<file path="src/rtl/plllk_pkg.sv">
package plllk_pkg;

    typedef enum logic [1:0] {
        MODE_NORMAL  = 2'b00,
        MODE_ONE2ONE = 2'b01,
        MODE_EXT     = 2'b10,
        MODE_EXT_ALT = 2'b11
    } clk_mode_e;

    typedef struct packed {
        logic       src_ext_osc;
        logic       src_onchip;
        logic       src_crystal;
        logic       sticky_lock;
        logic       live_lock;
        logic [2:0] unused_zero;
    } status_t;

    function automatic logic is_pll_mode(input clk_mode_e m);
        return (m == MODE_NORMAL) || (m == MODE_ONE2ONE);
    endfunction

    // returns {external oscillator, on-chip, crystal}
    function automatic logic [2:0] src_onehot(input logic [1:0] code);
        logic [2:0] r;
        case (code)
            2'd0:    r = 3'b001;
            2'd1:    r = 3'b010;
            2'd2:    r = 3'b100;
            default: r = 3'b000;
        endcase
        return r;
    endfunction

endpackage

</file>
<file path="src/rtl/plllk_edge_sync.sv">
module plllk_edge_sync #(
    parameter int STAGES = 2
) (
    input  logic clk,
    input  logic rst_n,
    input  logic async_i,
    output logic edge_o
);
    localparam int SR_W = STAGES + 1;

    typedef struct packed {
        logic [SR_W-1:0] sr;
    } sync_st_t;

    sync_st_t st_d, st_q;

    always_comb begin
        st_d = st_q;
        st_d.sr = {st_q.sr[SR_W-2:0], async_i};
    end

    always_ff @(posedge clk) begin
        if (!rst_n) st_q <= '0;
        else        st_q <= st_d;
    end

    // rising edge seen after the synchronizer stages
    assign edge_o = st_q.sr[STAGES-1] & ~st_q.sr[STAGES];

    // one feedback pulse is never counted twice
    p_edge_single_r1: assert property (@(posedge clk) disable iff (!rst_n)
        edge_o |=> !edge_o);

endmodule

</file>
<file path="src/rtl/plllk_freq_judge.sv">
module plllk_freq_judge #(
    parameter int WIN_LOG2 = 10,
    parameter int CNT_W    = WIN_LOG2 + 1,
    parameter int ACQ_TOL  = 7,
    parameter int LOSS_TOL = 15
) (
    input  logic             clk,
    input  logic             rst_n,
    input  logic             enable,
    input  logic             restart,
    input  logic             edge_i,
    input  logic [CNT_W-1:0] target_i,
    output logic             locked_o
);
    localparam logic [WIN_LOG2-1:0] WIN_LAST = '1;
    localparam logic [CNT_W-1:0]    ACQ_T    = CNT_W'(ACQ_TOL);
    localparam logic [CNT_W-1:0]    LOSS_T   = CNT_W'(LOSS_TOL);

    typedef struct packed {
        logic [WIN_LOG2-1:0] win;
        logic [CNT_W-1:0]    cnt;
        logic                locked;
    } judge_st_t;

    judge_st_t st_d, st_q;
    logic [CNT_W-1:0] total, dev;
    logic             win_end;

    always_comb begin
        st_d    = st_q;
        total   = st_q.cnt + CNT_W'(edge_i);
        dev     = (total >= target_i) ? (total - target_i) : (target_i - total);
        win_end = (st_q.win == WIN_LAST) && enable && !restart;
        if (!enable || restart) begin
            st_d = '0;
        end else begin
            st_d.win = st_q.win + 1'b1;
            if (win_end) begin
                st_d.cnt = '0;
                if (st_q.locked) st_d.locked = (dev <= LOSS_T);
                else             st_d.locked = (dev <= ACQ_T);
            end else begin
                st_d.cnt = total;
            end
        end
    end

    always_ff @(posedge clk) begin
        if (!rst_n) st_q <= '0;
        else        st_q <= st_d;
    end

    assign locked_o = st_q.locked;

    // lock is only declared at a window boundary
    p_rise_at_window_r1: assert property (@(posedge clk) disable iff (!rst_n)
        $rose(locked_o) |-> $past(win_end));

    // the live flag cannot drop in the middle of a window
    p_hold_midwindow_r2: assert property (@(posedge clk) disable iff (!rst_n)
        (locked_o && !win_end && enable && !restart) |=> locked_o);

endmodule

</file>
<file path="src/rtl/plllk_sticky_ctl.sv">
module plllk_sticky_ctl (
    input  logic clk,
    input  logic rst_n,
    input  logic pll_mode,
    input  logic mfd_chg,
    input  logic stop_i,
    input  logic fwkup_i,
    input  logic locked_i,
    output logic sticky_o,
    output logic wake_restart_o
);
    typedef struct packed {
        logic sticky;
        logic armed;
        logic waiting;
        logic stop_prev;
        logic locked_prev;
    } sticky_st_t;

    localparam sticky_st_t ST_RST = '{sticky: 1'b0, armed: 1'b1, waiting: 1'b0,
                                      stop_prev: 1'b0, locked_prev: 1'b0};

    sticky_st_t st_d, st_q;
    logic stop_fall, loss;

    always_comb begin
        st_d             = st_q;
        stop_fall        = st_q.stop_prev && !stop_i;
        wake_restart_o   = pll_mode && stop_fall && fwkup_i && !mfd_chg;
        loss             = st_q.locked_prev && !locked_i;
        st_d.stop_prev   = stop_i;
        st_d.locked_prev = locked_i && !mfd_chg && !wake_restart_o;

        if (!pll_mode) begin
            st_d.sticky  = 1'b0;
            st_d.armed   = 1'b0;
            st_d.waiting = 1'b0;
        end else if (mfd_chg) begin
            st_d.sticky  = 1'b0;
            st_d.armed   = 1'b1;
            st_d.waiting = 1'b0;
        end else if (stop_i) begin
            st_d.sticky  = st_q.sticky;
        end else if (wake_restart_o) begin
            st_d.waiting = 1'b1;
        end else if (st_q.waiting) begin
            if (locked_i) st_d.waiting = 1'b0;
        end else if (loss) begin
            st_d.sticky  = 1'b0;
            st_d.armed   = 1'b0;
        end else if (locked_i && st_q.armed) begin
            st_d.sticky  = 1'b1;
            st_d.armed   = 1'b0;
        end
    end

    always_ff @(posedge clk) begin
        if (!rst_n) st_q <= ST_RST;
        else        st_q <= st_d;
    end

    assign sticky_o = st_q.sticky && !st_q.waiting;

    // history flag sets only from an armed state while locked
    p_set_needs_lock_r3: assert property (@(posedge clk) disable iff (!rst_n)
        $rose(st_q.sticky) |-> $past(locked_i && st_q.armed));

    // an ordinary loss of lock clears the history flag
    p_loss_clears_r4: assert property (@(posedge clk) disable iff (!rst_n)
        (pll_mode && loss && !stop_i && !st_q.waiting && !mfd_chg && !wake_restart_o)
        |=> !st_q.sticky);

    // stop freezes the history flag
    p_stop_hold_r7: assert property (@(posedge clk) disable iff (!rst_n)
        (pll_mode && stop_i && !mfd_chg) |=> $stable(st_q.sticky));

    // fast-wakeup exit hides the history flag
    p_wake_masks_r8: assert property (@(posedge clk) disable iff (!rst_n)
        wake_restart_o |=> !sticky_o);

endmodule

</file>
<file path="src/rtl/pll_lock_status.sv">
module pll_lock_status #(
    parameter int WIN_LOG2  = 10,
    parameter int UNIT_LOG2 = 5,
    parameter int ACQ_TOL   = 7,
    parameter int LOSS_TOL  = 15,
    parameter int MFD_W     = 3,
    parameter int MFD_RST   = 3,
    parameter int SYNC_STG  = 2
) (
    input  logic             ref_clk,
    input  logic             rst_n,
    input  logic [1:0]       mode_sel,
    input  logic [1:0]       src_sel,
    input  logic             fb_clk_in,
    input  logic             mfd_wr,
    input  logic [MFD_W-1:0] mfd_wdata,
    input  logic             stop_in,
    input  logic             fwkup_en,
    output logic [7:0]       status_byte,
    output logic             por_release
);
    import plllk_pkg::*;

    localparam int CNT_W = WIN_LOG2 + 1;

    typedef struct packed {
        clk_mode_e        mode;
        logic [1:0]       src;
        logic [MFD_W-1:0] mfd;
    } cfg_st_t;

    cfg_st_t          cfg_d, cfg_q, cfg_rst;
    logic             pll_mode, mfd_chg, fb_edge, locked, sticky, wake_restart;
    logic [CNT_W-1:0] target;
    status_t          stat;

    always_comb begin
        cfg_d   = cfg_q;
        mfd_chg = mfd_wr && (mfd_wdata != cfg_q.mfd);
        if (mfd_wr) cfg_d.mfd = mfd_wdata;
        cfg_rst = '{mode: clk_mode_e'(mode_sel), src: src_sel, mfd: MFD_W'(MFD_RST)};
    end

    always_ff @(posedge ref_clk) begin
        if (!rst_n) cfg_q <= cfg_rst;
        else        cfg_q <= cfg_d;
    end

    assign pll_mode = is_pll_mode(cfg_q.mode);
    assign target   = (CNT_W'(cfg_q.mfd) + CNT_W'(1)) << UNIT_LOG2;

    plllk_edge_sync #(.STAGES(SYNC_STG)) u_sync (
        .clk     (ref_clk),
        .rst_n   (rst_n),
        .async_i (fb_clk_in),
        .edge_o  (fb_edge)
    );

    plllk_freq_judge #(
        .WIN_LOG2 (WIN_LOG2),
        .CNT_W    (CNT_W),
        .ACQ_TOL  (ACQ_TOL),
        .LOSS_TOL (LOSS_TOL)
    ) u_judge (
        .clk      (ref_clk),
        .rst_n    (rst_n),
        .enable   (pll_mode),
        .restart  (mfd_chg || wake_restart),
        .edge_i   (fb_edge),
        .target_i (target),
        .locked_o (locked)
    );

    plllk_sticky_ctl u_sticky (
        .clk            (ref_clk),
        .rst_n          (rst_n),
        .pll_mode       (pll_mode),
        .mfd_chg        (mfd_chg),
        .stop_i         (stop_in),
        .fwkup_i        (fwkup_en),
        .locked_i       (locked),
        .sticky_o       (sticky),
        .wake_restart_o (wake_restart)
    );

    always_comb begin
        {stat.src_ext_osc, stat.src_onchip, stat.src_crystal} = src_onehot(cfg_q.src);
        stat.sticky_lock = sticky;
        stat.live_lock   = locked;
        stat.unused_zero = 3'b000;
    end

    assign status_byte = stat;
    assign por_release = !pll_mode || locked;

    // external clock mode never reports lock and never holds reset
    p_ext_flags_r9: assert property (@(posedge ref_clk) disable iff (!rst_n)
        !pll_mode |-> (status_byte[4:3] == 2'b00) && por_release);

    // source field is one-hot or empty, low bits are zero
    p_layout_r10: assert property (@(posedge ref_clk) disable iff (!rst_n)
        $onehot0(status_byte[7:5]) && (status_byte[2:0] == 3'b000));

    // source field does not follow the input after reset
    p_src_frozen_r10: assert property (@(posedge ref_clk) disable iff (!rst_n)
        $past(rst_n) |-> $stable(status_byte[7:5]));

    // a rewrite of the same multiplier leaves the flags alone
    p_same_mfd_r6: assert property (@(posedge ref_clk) disable iff (!rst_n)
        (mfd_wr && !mfd_chg && !stop_in && pll_mode && $past(rst_n) &&
         (status_byte[4:3] == 2'b10)) |=> status_byte[4]);

    // reset release follows live lock in PLL modes
    p_por_live_r11: assert property (@(posedge ref_clk) disable iff (!rst_n)
        pll_mode |-> (por_release == status_byte[3]));

endmodule

</file>
<file path="config.mk">
export PLATFORM = sky130hd
export DESIGN_NAME = pll_lock_status
export DESIGN_NICKNAME = d
export VERILOG_FILES = /design/src/rtl/plllk_pkg.sv /design/src/rtl/plllk_edge_sync.sv /design/src/rtl/plllk_freq_judge.sv /design/src/rtl/plllk_sticky_ctl.sv /design/src/rtl/pll_lock_status.sv
export SDC_FILE = /design/constraint.sdc
export NUM_CORES = 1
export LEC_CHECK = 0
export BUFFER_PORTS_ARGS = -buffer_cell sky130_fd_sc_hd__buf_2
export CORE_MARGIN = 4
export CORE_UTILIZATION = 49
export CTS_BUF_LIST = sky130_fd_sc_hd__clkbuf_16
export DETAILED_ROUTE_END_ITERATION = 16
export GPL_TIMING_DRIVEN = 0
export PLACE_DENSITY = 0.64
export REMOVE_ABC_BUFFERS = 1
export SLEW_MARGIN = 20
export SYNTH_ARGS = -nofsm -noshare
export SYNTH_HDL_FRONTEND = slang
export SYNTH_SLANG_ARGS = --single-unit
</file>
<file path="constraint.sdc">
create_clock -name ref_clk -period 9.25 [get_ports ref_clk]
set_input_delay 0.925 -clock ref_clk [delete_from_list [all_inputs] [get_ports ref_clk]]
set_output_delay 0.925 -clock ref_clk [all_outputs]
set_load 0.01 [all_outputs]
</file>
==> summary.md, run 1 <==
| Metric | Value |
|---|---|
| PostCTS Resize Cnt | 0 |
| Die ar. | about 0.0055 mm^2 |
| Share of cells above drive strength 1 | 0.133 |
| CTS tree | done |
| Setup Fix Bufs, Post-CTS | 0 |
| Nets | 291 |
| Worst setup SP type | flop |
| DR vias | approximately 1.6k |
| Total chip power | 380 uW |
| Final clock skew | between 3 and 4 ps |
| Synth Flop Type | dfxtp_1 |
| ANT nets after route | 0 |
| Post-place setup slack | just over 5000 ps |
| CP Capture Type | flop |
| Beginning of the worst hold path | u_sync.st_q[1] |
| Initial antenna violation count | 0 |
| Avg Cell Area, Syn | approximately 8.8 um^2 |
| Asr flop ratio synth | 0 |
| Syn Inst Count | 244 |
| CTS sink cnt | 36 |
| R2R setup slack | ~5000 ps |
| Final setup fails | 0 |
| Pin count of the biggest net entering global routing | 13 |
| Share of the synthesized area in the top cell type | 0.309 |
| CP Data Required Time | approximately 9500 ps |
| Hold Path Stages | 1 |
| Dpl cells | between 300 and 400 |
| Core footprint | a little over 0.004 mm^2 |
| Ys Warns | 0 |
| Flops & latches, synth | 36 |
| Main combinational cell family by area after synthesis | simple AND/OR/NAND/NOR gates |
| Hold endpoint | u_sync.st_q[2] |
| DR WL/cell | ~13 um |
| Post-synthesis cell area | 0.00214 mm^2 |
| Synth Area in Adders | 0.0913 |
| Synth area leaders | dfxtp_1 31%, ha_1 8.2%, nor2_1 5.1%, xor2_1 4.9%, xnor2_1 4.5% |
| I/O pins | 22 |
| DRT iter0 DRCs | just over 100 |
| Cts bufs inserted | 5 |
| VDD IR-drop max | 0.142 mV |
| Ant diodes | 0 |
| Reg clk slew, reported paths | ~50 ps |
| DRC viols | 0 |
| Post-synthesis compound-gate area fraction | 0.141 |
| Fraction of the mapped netlist area in simple logic gates | 0.255 |
| Crit path DAT | around 4400 ps |
| Final Cycle Share | 0.457 |
| Post-synth EDFFs | 3 |
| Rel. slew slack | 0.663 |
| Fin crit period | about 4200 ps |
| Unrepaired setup endpoints after global routing | no |
| Layout area overhead | 11.8% |
| First-pass GRT wire length | 6940 um |
| Post-synthesis sequential area ratio | 0.351 |
| Xor/xnor cell area share of the yosys netlist | 0.102 |
| Library cells used by synthesis | 57 |
| Finished Layout Cells | approximately 310 |
| PortBufs | 17 |
| Final slew viol count | 0 |
| H-tree depth | 2 |
| GR Util All Layers | 0.166 |
| Mux cell area share after synthesis | 0.0140 |
| DRT Pass-1 Iters | 4 |
| Root Driver | clkbuf_16 |
| Yosys top cell by area | dfxtp_1 |
| Rows | 23 |
| Status | complete, no violations |
| Reg2Reg Depth | 16 |
| Crit path launch | u_sync.st_q[1] |
| Static leakage | ~0.0010 uW |
| Reg2reg end | u_judge.locked_o |
| Core Util, Final | 0.581 |
| Final setup TNS | 0 ps |
| Max frequency | ~0.24 GHz |
| Hold Vio Cnt, Final | 0 |
| Initial core utilization | 0.520 |
| Power Density | roughly 160 mW/mm^2 |
| CP Max Fanout | 7 |
| Most frequent cells in the layout | 33 x dfxtp_1, 29 x nor2_1, 17 x nand2_1, 17 x buf_2, 14 x ha_1 |
| Die Y | about 74 um |
| HP Class | flop to flop |
| Vias in the first global route | approximately 1.6k |
| Kind of critical path | flop to flop |
| Max clock buf depth | 2 |
| Max capacitance violation total | 0 |
| GR Overflow Total | 0 |
| Clk_lat worst skew | approximately 280 ps |
| Placer congestion estimate | just under 0.9 |
| Post-DP HPWL | slightly above 3000 um |
| Most common cell after layout, fill and taps aside | dfxtp_1 |
| Worst R2R Start | u_sync.st_q[1] |
| Worst slew pin tran | about 500 ps |
| Fin worst setup slack | 5020 ps |
| Routed WL | between 3000 and 4000 um |
| DR vias/cell | between 5 and 6 |
| Hold buffers post-CTS | 0 |
| Die Wd | 74.1 um |
## metrics by stage
stage / hold slack, ps / cell area (um^2)
CTS: 448 / 2390
detailed placement: 433 / 2250
floorplan: 412 / 2100
finish: 442 / 2390
global route: 470 / 2390
global placement: 414 / 2250
## cell usage after synthesis (2+ instances only)
master,count
nand2b_1,4
and3_1,5
or2_2,2
mux2i_1,3
inv_1,13
a21oi_1,10
nor3_1,7
nor2b_1,8
o21a_1,3
xor2_1,12
edfxtp_1,3
ha_1,14
a31o_1,2
and2_1,7
o21ai_1,2
xnor2_1,11
a21o_1,5
nand2_1,17
nand3_1,11
dfxtp_1,33
a21boi_0,2
buf_4,5
o21ai_0,3
nor2_1,29
## final cells by class
type / instances / area [um^2]
Tap cell: 50 / 62.6
Clock inverter: 3 / 17.5
Clock buffer: 5 / 125
Inverter: 13 / 48.8
Multi-Input combinational cell: 190 / 1300
Sequential cell: 36 / 751
Timing Repair Buffer: 17 / 85.1
Fill cell: 390 / 1730
## worst max-delay path: stages (launching register included)
cell and delay, ps:
dfxtp_1 310, nor2b_1 180, ha_1 170, ha_1 300, and3_4 260, nand3_1 90
xor2_1 400, ha_1 330, nand2b_1 110, a21oi_1 290, nor3_1 80, nor4b_1 260
a2bb2oi_1 250, nand3_1 110, a22o_1 210, or4_1 590, a211oi_2 230
## cell families (layout without fill, tap and decap cells)
group	Yosys count	in the layout
other	1	3
multiplexers	3	3
flip-flops	36	36
XOR/XNOR	24	24
AND/OR/NAND/NOR	103	103
buffers and inverters	20	38
adder cells (fa/ha/maj)	15	15
AO/OA/AOI/OAI	42	42
## metal layers
layer,part of all wire,vias up,global-route usage
met5,0,-,0
met4,0.015,0,0.0765
met3,0.042,5,0.0459
met2,0.45,30,0.259
met1,0.49,742,0.213
li1,-,868,-
## power by group
| group | internal [uW] | switching [uW] |
|---|---|---|
| logic | 25.0 | 31.2 |
| registers | 161 | 2.61 |
| clock network | 99.1 | 61.0 |
## flip-flops by register name, summed over array words and instances (netlist names)
signal	cells
u_sticky.st_q	5
u_sync.st_q	3
u_judge.st_q	21
cfg_q	3
u_judge.locked_o	1
cfg_d	3
## how the worst max path moves through the flow
stage                       end  slack [ps]  cells after the start
2_1_floorplan  u_judge.locked_o        5610                     16
3_3_place_gp   u_judge.locked_o        5060                     16
3_5_place_dp   u_judge.locked_o        5050                     16
4_1_cts        u_judge.locked_o        5010                     16
5_1_grt        u_judge.locked_o        4620                     16
6_report       u_judge.locked_o        5020                     16
(Power assumes the default switching activity.)
==> inputs of run 2 (changes only) <==
- PLACE_DENSITY: 0.64 -> 0.67
- clock period: 9.25 -> 3.6 ns (I/O delays scaled with it)
==> run 2 against run 1 <==
  * Non-clock buffer count up 10
  * Cell area grew 12%
  * Sequential power rose to 2.6 times the previous value
  * Worst hold slack got worse by 180 ps
  * Combinational power grew to 3.3 times the previous value
  * Cell count is 3.2% higher
==> summary.md, run 2 (same netlist as run 1, synthesis figures left out) <==
| Metric | Value |
|---|---|
| Status | complete, no violations |
| Max frequency | around 0.29 GHz |
| Cts bufs inserted | 5 |
| Fillers | between 300 and 400 |
| Regs by FF count | u_judge.st_q x21, u_sticky.st_q x5 |
| Bufs and invs on worst path | 2 |
| DR vias/cell | around 5.4 |
| CP Max Fanout | 7 |
| Initial antenna violation count | 0 |
| Worst setup SP type | flop |
| Power Density | approximately 380 mW/mm^2 |
| CP Data Required Time | roughly 3800 ps |
| Die Y | ~74 um |
| Combinational group share of total power | 0.183 |
| Final clock skew | between 2 and 3 ps |
| Final setup TNS | 0 ps |
| Final Cycle Share | 0.972 |
| Fin crit period | around 3500 ps |
| Hold Path Stages | 1 |
| Crit path launch | u_sync.st_q[1] |
| Most common cell after layout, fill and taps aside | dfxtp_1 |
| Die Wd | approximately 74 um |
| VDD IR-drop max | between 0.3 and 0.4 mV |
| CTS sink cnt | 36 |
| Vias in the first global route | about 1.6k |
| Final setup fails | 0 |
| Kind of critical path | flop to flop |
| GR Overflow Total | 0 |
| Switch share | 0.254 |
| First-pass GRT wire length | about 7500 um |
| CP Cell Sequence | nor2b_4 > ha_4 > ha_4 > nand3_1 > nor2_2 > xnor2_2 > inv_2 > ha_4 > a21oi_4 > o21a_4 > buf_4 > o21ai_2 > a21oi_2 > and4bb_1 > a21oi_1 > or4_4 > a211oi_2 |
| Internal power | around 750 uW |
| Most frequent cells in the layout | 32 x dfxtp_1, 26 x nor2_1, 17 x buf_2, 16 x nand2_1, 13 x inv_1 |
| Clk pwr share | 0.401 |
| Share of cells above drive strength 1 | 0.263 |
| Root Driver | clkbuf_16 |
| Final slew viol count | 0 |
| Die ar. | ~0.0055 mm^2 |
| Worst R2R Start | u_sync.st_q[1] |
| Placer congestion estimate | approximately 0.87 |
| Rows | 23 |
| Initial core utilization | 0.520 |
| Max clock buf depth | 2 |
| Largest Register | u_judge.st_q |
| DR vias | approximately 1.8k |
| HP Class | input port to flop |
| Levels on crit path | 17 |
| Crit-path leading delay family | simple AND/OR/NAND/NOR gates |
| Beginning of the worst hold path | mode_sel[1] |
| Layout area overhead | 25.7% |
| PortBufs | 17 |
| Static leakage | between 0.001 and 0.0015 uW |
| Hold buffers post-CTS | 0 |
| Core footprint | just over 0.004 mm^2 |
| CTS tree | done |
| Reg clk slew, reported paths | about 50 ps |
| Placed cell area | 0.00225 mm^2 |
| ANT nets after route | 0 |
| DRT Pass-1 Iters | 4 |
| CP Capture Type | flop |
| Clk_lat worst skew | between 200 and 300 ps |
| Seq pwr share | 0.417 |
| Routed WL | between 4000 and 5000 um |
| GR Util All Layers | 0.174 |
| I/O pins | 22 |
| NetSw | ~260 uW |
| CP max-delay cell | or4_4 |
| Post-DP HPWL | a little over 3000 um |
| Nets | around 300 |
| DRT iter0 DRCs | 142 |
| CP most frequent cell | ha_4 |
| Rel. slew slack | 0.667 |
| Crit path DAT | around 3700 ps |
| Max reg flops | 21 |
| Pin count of the biggest net entering global routing | 12 |
| Post-route cell area | 0.00269 mm^2 |
| Ant diodes | 0 |
| Reg2Reg Depth | 17 |
| H-tree depth | 2 |
| Max incr delay on CP | approximately 550 ps |
| DRC viols | 0 |
| Max capacitance violation total | 0 |
| DR WL/cell | 13.6 um |
| Worst slew pin tran | around 500 ps |
| Hold Vio Cnt, Final | 0 |
run 2: cell type report:
cell class	instances	area, um^2	area share
Timing Repair Buffer	27	160	0.0596
Tap cell	50	62.6	0.0233
Inverter	13	48.8	0.0182
Sequential cell	36	752	0.280
Multi-Input combinational cell	190	1520	0.567
Clock inverter	3	15.0	0.00559
Clock buffer	5	125	0.0466
run 2: worst paths after layout:
path,endpoint,slack (ps)
max,u_judge.locked_o,100
min,cfg_d[6],260
max reg2reg,u_judge.locked_o,100
min reg2reg,u_sync.st_q[1],430
run 2: metal layers:
layer  up-vias  wire length [um]  global-route usage  share of wire
met5         -                 0                   0              0
met4         0                57              0.0543          0.013
met3         6               238              0.0446          0.054
met2        54              2080               0.284           0.47
met1       807              2040               0.227           0.46
li1        886                 -                   -              -
run 2: timing repair:
| item | CTS | global route |
|---|---|---|
| setup endpoints to repair | 1 | 1 |
| gates cloned | 0 | 0 |
| buffers inserted | 7 | 3 |
| resized for setup | 26 | 16 |
| pin swaps | 8 | 11 |
run 2: metrics by stage:
| stage | utilization | cells | setup WS, ps | hold slack (ps) | power [uW] |
|---|---|---|---|---|---|
| floorplan | - | 239 | -42.6 | 412 | 536 |
| finish | 0.653 | 324 | 99.9 | 258 | 1010 |
| detailed placement | 0.546 | 306 | -556 | 424 | 572 |
| global route | 0.653 | 324 | -28.1 | 255 | 1060 |
| global placement | 0.546 | 306 | -570 | 415 | 570 |
| CTS | 0.623 | 321 | 3.62 | 252 | 997 |
run 2: power by group through the flow:
stage	logic [uW]	registers [uW]	clock network (uW)
3_5_place_dp	144	429	0
5_1_grt	200	421	435
2_1_floorplan	109	427	0
3_3_place_gp	142	428	0
6_report	184	420	404
4_1_cts	161	420	415
==> inputs of run 3 (changes only) <==
- GPL_TIMING_DRIVEN: 0 -> default
==> run 3 against run 2 <==
  * Register-to-register slack improved by 30 ps
  * Worst setup slack better by 25 ps
  * Worst hold slack barely moved
  * Sequential power about the same
  * Combinational power up 10%
  * Count of clock-buffer cells in the layout unchanged
  * Sequential share of layout area decreased by 1.4 points
  * Via count rose by 4.6%
  * Critical path type unchanged
  * Largest cell class unchanged
  * Highest routed layer unchanged
==> summary.md, run 3 (same netlist as run 1, synthesis figures left out) <==
| Metric | Value |
|---|---|
| Status | complete, no violations |
| CP Cell Sequence | nor2b_4 > buf_6 > ha_4 > nand3_4 > nor2_4 > xnor2_2 > ha_2 > fa_2 > o21a_4 > nor4b_4 > a2bb2oi_2 > nand3_1 > a22o_1 > or4_4 > a211oi_2 |
| Ant diodes | 0 |
| Initial core utilization | 0.520 |
| I/O pins | 22 |
| CP Max Fanout | 4 |
| Worst setup SP type | flop |
| Core Util, Final | 0.688 |
| Placer congestion estimate | about 0.86 |
| Root Driver | clkbuf_16 |
| HP Class | input port to flop |
| Cts bufs inserted | 5 |
| GR Util All Layers | 0.187 |
| H-tree depth | 2 |
| Final Cycle Share | 0.965 |
| Reg clk slew, reported paths | approximately 50 ps |
| DR vias/cell | 5.36 |
| NetSw | between 200 and 300 uW |
| Hold Vio Cnt, Final | 0 |
| Internal power | 766 uW |
| Clk_lat worst skew | 270 ps |
| Crit path DAT | 3670 ps |
| Max capacitance violation total | 0 |
| VDD IR-drop max | 0.346 mV |
| Seq pwr share | 0.409 |
| Fin crit period | around 3500 ps |
| DRC viols | 0 |
| Power Density | about 360 mW/mm^2 |
| Hold buffers post-CTS | 0 |
| Max clock buf depth | 2 |
| Post-DP HPWL | 3210 um |
| Core footprint | just over 0.004 mm^2 |
| Clk pwr share | 0.393 |
| Routed WL | approximately 4800 um |
| PortBufs | 17 |
| DR WL/cell | around 14 um |
| Die ar. | between 0.005 and 0.006 mm^2 |
| Final setup TNS | 0 ps |
| Total chip power | between 1000 and 1500 uW |
| Initial antenna violation count | 0 |
| Rel. slew slack | 0.662 |
| Max frequency | ~0.29 GHz |
| CP max-delay cell | or4_4 |
| Largest Register | u_judge.st_q |
| Layout area overhead | 32.4% |
| Pin count of the biggest net entering global routing | 12 |
| DRT iter0 DRCs | 72 |
| Final setup fails | 0 |
| Switch share | 0.254 |
| Rows | 23 |
| Share of cells above drive strength 1 | 0.308 |
| Static leakage | about 0.0012 uW |
| Combinational group share of total power | 0.197 |
| Most common cell after layout, fill and taps aside | dfxtp_1 |
| Die Y | 74.1 um |
| Kind of critical path | flop to flop |
| CTS tree | done |
| Nets | 319 |
| Vias in the first global route | between 1.5k and 2k |
| CP Capture Type | flop |
| Crit-path leading delay family | simple AND/OR/NAND/NOR gates |
| Regs by FF count | u_judge.st_q x21, u_sticky.st_q x5 |
| ANT nets after route | 0 |
| Max incr delay on CP | 440 ps |
| CP Data Required Time | about 3800 ps |
| Max reg flops | 21 |
| GR Overflow Total | 0 |
| Min Hold Slack | 258 ps |
| DR vias | 1834 |
| Unrepaired setup endpoints after global routing | yes |
| DRT Pass-1 Iters | 4 |
| Most frequent cells in the layout | 32 x dfxtp_1, 26 x nor2_1, 24 x buf_4, 17 x buf_2, 16 x nand2_1 |
| CTS sink cnt | 36 |
| Final slew viol count | 0 |
| First-pass GRT wire length | approximately 8000 um |
| Final clock skew | 3.66 ps |
| Bufs and invs on worst path | 1 |
| Die Wd | roughly 74 um |
| Fillers | between 300 and 400 |
| Worst slew pin tran | 502 ps |
run 3: timing repair:
| item | in CTS | in global routing |
|---|---|---|
| pin swaps | 12 | 20 |
| endpoints found under the setup margin | 1 | 1 |
| buffers inserted | 3 | 4 |
| resized for setup | 27 | 19 |
run 3: power groups by stage:
stage	clock network, uW	registers [uW]	logic (uW)
detailed placement	0	428	161
floorplan	0	427	109
global route	431	422	222
CTS	412	420	176
global placement	0	428	159
finish	404	420	203
run 3: routing by layer:
layer / vias to the layer above / routed length, um / GRT usage
met3: 17 / 238 / 0.0500
met4: 0 / 138 / 0.0765
met1: 835 / 2130 / 0.231
met5: - / 0 / 0
met2: 56 / 2250 / 0.310
li1: 926 / - / -
run 3: worst register-to-register path: cells and delay by family, from the launching register on:
family          cells  cell delay (ps)
simple gates        6             1200
compound gates      4              900
fa+ha+maj           3              760
flops               1              320
buf+inv             1              120
xor+xnor            1              100
run 3: cell type report:
cell class	count	area, um^2	share of cell area
multi-input cells	190	1520	0.536
clock inverters	3	16.3	0.00574
inverters	13	48.8	0.0172
repair buffers	45	310	0.110
well taps	50	62.6	0.0221
flip-flops and latches	36	752	0.266
clock buffers	5	125	0.0442
run 3: worst paths after layout:
kind / depth (start not counted) / from / to / slack [ps]
min: 1 / mode_sel[1] / cfg_d[6] / 260
max: 15 / u_sync.st_q[1] / u_judge.locked_o / 130
min reg2reg: 1 / u_sync.st_q[0] / u_sync.st_q[1] / 430
max reg2reg: 15 / u_sync.st_q[1] / u_judge.locked_o / 130
run 3: per-stage QoR:
step / worst slack [ps] / cell area [um^2] / instances
after CTS: 21.3 / 2710 / 338
after global placement: -216 / 2400 / 327
after global routing: -26.6 / 2830 / 342
after detailed placement: -315 / 2400 / 327
after floorplan: -42.6 / 2100 / 239
final: 125 / 2830 / 342
